**config.mk**
```make
export PLATFORM = sky130hd
export DESIGN_NAME = burst_addr_gen
export DESIGN_NICKNAME = d
export VERILOG_FILES = /design/src/rtl/burst_pkg.sv /design/src/rtl/burst_ctrl.sv /design/src/rtl/burst_offset_map.sv /design/src/rtl/burst_addr_gen.sv
export SDC_FILE = /design/constraint.sdc
export NUM_CORES = 1
export LEC_CHECK = 0
export BUFFER_PORTS_ARGS = -buffer_cell sky130_fd_sc_hd__buf_2
export CAP_MARGIN = 20
export CORE_MARGIN = 5
export CORE_UTILIZATION = 46
export DETAILED_ROUTE_END_ITERATION = 8
export HOLD_SLACK_MARGIN = 0.03
export PLACE_DENSITY = 0.74
export REMOVE_ABC_BUFFERS = 1
export SLEW_MARGIN = 25
export SYNTH_ARGS = -nofsm -noshare
export SYNTH_HDL_FRONTEND = slang
export SYNTH_SLANG_ARGS = --single-unit
export TNS_END_PERCENT = 10
```
**constraint.sdc**
```tcl
create_clock -name clk -period 1.25 [get_ports clk]
set_input_delay 0.1875 -clock clk [delete_from_list [all_inputs] [get_ports clk]]
set_output_delay 0.1875 -clock clk [all_outputs]
set_load 0.02 [all_outputs]
```
**src/rtl/burst_pkg.sv**
```systemverilog
package burst_pkg;

  localparam int unsigned BURST_LEN = 4;
  localparam int unsigned BEAT_W    = $clog2(BURST_LEN);

  typedef logic [BEAT_W-1:0] beat_t;

  typedef enum logic {
    ORDER_LINEAR     = 1'b0,
    ORDER_INTERLEAVE = 1'b1
  } order_e;

  // Offset of a beat given the starting offset and the beat index.
  function automatic beat_t beat_offset(input beat_t start, input beat_t idx, input order_e ord);
    beat_t res;
    if (ord == ORDER_INTERLEAVE) res = start ^ idx;
    else                         res = start + idx;
    return res;
  endfunction

endpackage

```
**src/rtl/burst_ctrl.sv**
```systemverilog
module burst_ctrl
  import burst_pkg::*;
(
  input  logic  clk,
  input  logic  rst_n,
  input  logic  load_i,
  input  logic  kill_i,
  input  logic  step_i,
  output logic  active_o,
  output beat_t beat_o
);

  logic  active_d, active_q;
  beat_t beat_d, beat_q;

  always_comb begin
    active_d = active_q;
    beat_d   = beat_q;
    if (load_i) begin
      active_d = 1'b1;
      beat_d   = '0;
    end else if (kill_i) begin
      active_d = 1'b0;
    end else if (step_i) begin
      beat_d   = beat_q + beat_t'(1);
    end
  end

  always_ff @(posedge clk or negedge rst_n) begin
    if (!rst_n) begin
      active_q <= 1'b0;
      beat_q   <= '0;
    end else begin
      active_q <= active_d;
      beat_q   <= beat_d;
    end
  end

  assign active_o = active_q;
  assign beat_o   = beat_q;

  AST_BEAT_STEP: assert property (@(posedge clk) disable iff (!rst_n)
    step_i && !load_i && !kill_i |=> beat_o == beat_t'($past(beat_o) + beat_t'(1)));

  AST_LOAD_RESTART: assert property (@(posedge clk) disable iff (!rst_n)
    load_i |=> active_o && beat_o == '0);

endmodule

```
**src/rtl/burst_offset_map.sv**
```systemverilog
module burst_offset_map
  import burst_pkg::*;
(
  input  beat_t start_i,
  input  beat_t beat_i,
  input  logic  order_i,
  output beat_t offset_o
);

  assign offset_o = beat_offset(start_i, beat_i, order_e'(order_i));

endmodule

```
**src/rtl/burst_addr_gen.sv**
```systemverilog
module burst_addr_gen
  import burst_pkg::*;
#(
  parameter int unsigned ADDR_W      = 20,
  parameter int unsigned SYNC_STAGES = 2
) (
  input  logic              clk,
  input  logic              rst_n,
  input  logic              stall_i,
  input  logic              adv_i,
  input  logic              sel_i,
  input  logic              order_i,
  input  logic [ADDR_W-1:0] base_addr_i,
  output logic [ADDR_W-1:0] addr_o,
  output logic              active_o
);

  localparam int unsigned HI_W = ADDR_W - BEAT_W;

  // Reset: asserted asynchronously, released through a synchronizer chain.
  logic [SYNC_STAGES-1:0] rst_sync_q;
  logic                   rst_int_n;

  generate
    if (SYNC_STAGES == 1) begin : g_sync_one
      always_ff @(posedge clk or negedge rst_n) begin
        if (!rst_n) rst_sync_q <= '0;
        else        rst_sync_q <= 1'b1;
      end
    end else begin : g_sync_chain
      always_ff @(posedge clk or negedge rst_n) begin
        if (!rst_n) rst_sync_q <= '0;
        else        rst_sync_q <= {rst_sync_q[SYNC_STAGES-2:0], 1'b1};
      end
    end
  endgenerate

  assign rst_int_n = rst_sync_q[SYNC_STAGES-1];

  // Control decode; clock enable written out.
  logic ce;
  logic load_go, kill_go, step_go;

  assign ce      = ~stall_i;
  assign load_go = ce & ~adv_i &  sel_i;
  assign kill_go = ce & ~adv_i & ~sel_i;
  assign step_go = ce &  adv_i & active_o;

  // Captured start address.
  logic [HI_W-1:0] hi_d, hi_q;
  beat_t           start_d, start_q;

  always_comb begin
    hi_d    = hi_q;
    start_d = start_q;
    if (load_go) begin
      hi_d    = base_addr_i[ADDR_W-1:BEAT_W];
      start_d = base_addr_i[BEAT_W-1:0];
    end
  end

  always_ff @(posedge clk or negedge rst_int_n) begin
    if (!rst_int_n) begin
      hi_q    <= '0;
      start_q <= '0;
    end else begin
      hi_q    <= hi_d;
      start_q <= start_d;
    end
  end

  beat_t beat;
  beat_t offset;

  burst_ctrl u_ctrl (
    .clk      (clk),
    .rst_n    (rst_int_n),
    .load_i   (load_go),
    .kill_i   (kill_go),
    .step_i   (step_go),
    .active_o (active_o),
    .beat_o   (beat)
  );

  burst_offset_map u_map (
    .start_i  (start_q),
    .beat_i   (beat),
    .order_i  (order_i),
    .offset_o (offset)
  );

  assign addr_o = {hi_q, offset};

  AST_LOAD_TAKES: assert property (@(posedge clk) disable iff (!rst_int_n)
    !stall_i && !adv_i && sel_i |=> active_o && addr_o == $past(base_addr_i));

  AST_NO_CARRY: assert property (@(posedge clk) disable iff (!rst_int_n)
    !stall_i && adv_i |=> addr_o[ADDR_W-1:BEAT_W] == $past(addr_o[ADDR_W-1:BEAT_W]));

  AST_DESEL_ENDS: assert property (@(posedge clk) disable iff (!rst_int_n)
    !stall_i && !adv_i && !sel_i |=> !active_o && $stable(addr_o));

  AST_FREEZE: assert property (@(posedge clk) disable iff (!rst_int_n)
    stall_i |=> $stable(addr_o) && $stable(active_o));

  AST_IDLE_ADV: assert property (@(posedge clk) disable iff (!rst_int_n)
    !stall_i && adv_i && !active_o |=> !active_o && $stable(addr_o));

  AST_RESET_IDLE: assert property (@(posedge clk)
    !rst_int_n |-> !active_o && addr_o == '0);

endmodule

```
# --- Word-level counts from Yosys, hierarchy flattened ---
# Cells that the tools add are included.
word_totals:
  elab_cells: 26
  output_inout_bits: 21
  ff_bits: 25
  inputBits: 26
classes:
  reduce_logical: 3
  n_mux: 6
  bitwise_logic: 9
  eq_ne: 1
  add_sub_neg: 2
ops:
  columns: ["op", "count"]
  rows:
  - ["2-bit two-way mux", 4]
  - ["1-bit bitwise AND", 5]
  - ["2-bit nonzero test", 2]
  - ["1-bit NOT", 3]
  - ["2-bit by 1-bit adder with 2-bit output, second input constant", 1]
  - ["2-bit adder", 1]
  - ["1-bit two-way mux", 2]
  - ["2-bit != test, second input constant", 1]
  - ["2-bit AND reduction", 1]
  - ["2-bit XOR", 1]

# --- Logic depth before layout (Yosys ltp) ---
logic_depth:
  word_depth: 6
  ltp_mapped: 3
  ltp_nobuf: 3

# --- By module ---
# From an unflattened synthesis, not the netlist that was laid out.
unflattened:
  hier_cells: 64
  area_unflattened_um2: 997.2
by_module_without_submodules:
  columns: ["module", "seq_area_each_um2", "area_each_um2", "cells_each", "instances"]
  rows:
  - ["burst_addr_gen", 550.5, 833.3, 49, 1]
  - ["burst_ctrl", 75.1, 127.6, 11, 1]
  - ["burst_offset_map", 0.0, 36.3, 4, 1]

# --- Worst setup path before layout ---
# No wires, ideal clock.
synth_path:
  path_type: "flip-flop to output port"
  startpoint: "reg u_ctrl.beat_q[0], in the netlist u_ctrl.beat_o[0]"
  endpoint: "out addr_o[1]"
  arrival_time_ps: 1072
  path_stages_with_launch: 4
  required_ps: 1062
  slack_ps: -9
  n_path_buf: 0
  path_cell_list: "dfrtp_1 -> ha_1 -> nor2b_1 -> xnor2_1"
synth_via:
  elab_chain_len: 2
synth_lines:
  columns: ["item", "line_no", "rtl"]
  rows:
  - ["from (decl)", "burst_ctrl.sv:14", "beat_t beat_d, beat_q;"]
  - ["from (signal assigned)", "burst_ctrl.sv:35", "beat_q <= beat_d;"]
  - ["2-bit adder", "burst_pkg.sv:17", "else res = start + idx;"]
  - ["2-bit two-way mux", "burst_pkg.sv:16", "if (ord == ORDER_INTERLEAVE) res = start ^ idx;"]
  - ["to (decl)", "burst_addr_gen.sv:14", "output logic [ADDR_W-1:0] addr_o,"]
# No other way between the ends.

# --- Final worst setup path ---
# Same ends and word-level chain as after synthesis.

==> results.toml <==
[sta]
rsz0062_at_grt = "true"
fin_crit_ps = 1501
slew_viol_final = 0
hold_violations = 0
worst_slack_ps = -251.2
skew_ps = 12.85
fin_crit_sh_pct = 120.1
setup_viol = 2
max_freq_ghz = 0.6661
hold_ws_ps = 69.88
setup_tns_ps = -375.4

[layout]
fillerInstances = 188
n_antenna_cell = 0
fin_nets = 146
layout_common_cells = "44 x buf_2, 25 x dfrtp_1, 19 x mux2_4, 6 x buf_4, 3 x clkbuf_4"
layout-drive-gt1-share_pct = 67.80
fin_cells = 146
syn2layout_area_growth_pct = 33.53
design_area_um2 = 1435
final_common_cell = "buf_2"

[die]
rows = 17
die_w_um = 58.34
die_area_um2 = 3403
dieHeight_um = 58.34
core-area_um2 = 2212
initial_core_util_pct = 48.59
pin_count = 47

[detailed_routing]
vias = 677
first_pass_iters = 2
wire_per_inst_um = 13.77
vias_per_cell = 4.637
dr.first_iter.drc_count = 5
drc = 0
finalWirelength_mm = 2.010
ant_nets = 0

[logic_synthesis]
synthAdderAreaFrac_pct = 1.164
synth_top_family_by_area = "multiplexers"
yosysSeqAreaShare_pct = 58.21
synth.avg_cell_area_um2 = 17.06
synthMuxAreaShare_pct = 29.57
synth_xor_area_share_pct = 1.630
ys_ff_latch = 25
synth_simple_gate_area_share_pct = 4.191
netlist.area_leader.share_pct = 58.21
yosys.area.top_type = "dfrtp_1"
synth_compound_area_share_pct = 2.794
synthTopCellsByArea = "dfrtp_1 58%, mux2_4 27%, buf_6 2.1%"
mappedNetlistArea_um2 = 1075
ys_warn_count = 0
synth_cells = 63
ys_types = 16

[critical_path]
cp.arrival_ps = 1310
startpoint_type = "register"
path_max_fanout = 2
crit_type = "reg -> out"
critPathCaptureType = "output port"
worstPathRequired_ps = 1060

[status]
status = "complete, but fails checks"
violations = "negative setup slack"

[placed_design]
gp_congestion = 0.7544
placed_area_um2 = 1368
hpwlAfterDp_mm = 1.480
port_buffers = 46
placed_cells = 140

[min_path]
hp-class = "in -> reg"

[clock_tree]
clock-sinks = 25
cts_root_buffer = "clkbuf_4"
cts.clk_slew.worst_paths_ps = 160
clk_latency_ps = 330
cts_tree = "done"
clk_path_buf_depth = 2
ctsHtreeMaxLevel = 1
numCtsBuffers = 3

[job]
drv_cap = 0

[grt]
gr-total-overflow = 0
grt_usage_pct = 12.91
grt_pass1_wl_mm = 3.312
antenna_found_initial = 0
grt_start_max_net_pins = 24
first_global_vias = 765

[power]
vdd.ir_drop.worst_uv = 899.9
p_leak_nw = 0.7307
power_density_nw_per_um2 = 1585
power.total_mw = 2.274
==> kinds of logic after synthesis <==
| kind of cell | after synthesis |
|---|---|
| mux | 22 |
| simple gates | 6 |
| other cells | 1 |
| buf+inv | 2 |
| compound gates | 4 |
| xor+xnor | 2 |
| flops | 25 |
| fa+ha+maj | 1 |
==> through the flow <==
stage / setup WS [ps] / utilization (%)
floorplan: -355.1 / -
global placement: 26.18 / 61.82
detailed placement: -5.696 / 61.82
CTS: -290.3 / 64.42
global route: -338.7 / 64.88
finish: -251.2 / 64.88
==> power by group <==
group / leakage (nW) / total [mW] / switching [mW] / internal (mW)
clock: 0.0183 / 0.396 / 0.265 / 0.130
combinational: 0.415 / 0.824 / 0.385 / 0.439
sequential: 0.297 / 1.05 / 0.0945 / 0.960
==> per-layer routing <==
metal / vias to the layer above / GRT usage, % / share of wire, %
met2: 32 / 19.14 / 44
met4: 0 / 4.967 / 1.3
met5: - / 0 / 0
met1: 315 / 18.44 / 47
met3: 3 / 2.851 / 8.1
li1: 327 / - / -
==> Yosys cell counts <==
library cell  count
nor2b_1           1
buf_6             2
ha_1              1
o21bai_1          1
conb_1            1
nand2_1           1
nand2b_1          2
dfrtp_1          25
mux2_4           19
xnor2_1           2
mux2_2            2
nor3b_4           1
o21ai_0           1
a22o_1            2
mux2i_1           1
nor2_1            1
==> worst paths after layout <==
path / startpoint / endpoint / slack [ps] / cells past startpoint
setup / recovery: u_ctrl.beat_o[0] / addr_o[1] / -250 / 4
hold / removal: base_addr_i[7] / hi_q[5] / 70 / 2
setup reg to reg: u_ctrl.beat_o[0] / u_ctrl.beat_o[1] / 50 / 4
hold reg to reg: rst_sync_q[1] / hi_q[3] / 220 / 1
max in group asynchronous: rst_sync_q[1] / hi_q[7] / 790 / 1
min in group asynchronous: rst_n / rst_sync_q[1] / 140 / 2
==> final cells by class <==
cell class | count | area [um2] | area share (%)
Tap cell | 28 | 35.03 | 2.441
Timing Repair Buffer | 53 | 306.5 | 21.36
Sequential cell | 25 | 625.6 | 43.59
Clock inverter | 1 | 8.758 | 0.6103
Multi-Input combinational cell | 36 | 436.7 | 30.43
Clock buffer | 3 | 22.52 | 1.569
==> critical path: stages (launching register included) <==
cell,delay (ps)
dfrtp_1,420
ha_2,190
nor2b_4,120
xnor2_1,120
buf_4,160
==> registers in the layout (all words and copies together) (netlist names) <==
register,flops
hi_q,18
rst_sync_q,2
start_q,2
u_ctrl.beat_o,2
u_ctrl.active_o,1
==> timing repair <==
item	4_1_cts	5_1_grt
buffers inserted	1	0
pin swaps	1	2
gates resized for setup	3	3
endpoints found under the setup margin	2	2
endpoints found under the hold margin	2	0
hold buffers	1	0
Power figures use the tool's default switching activity.
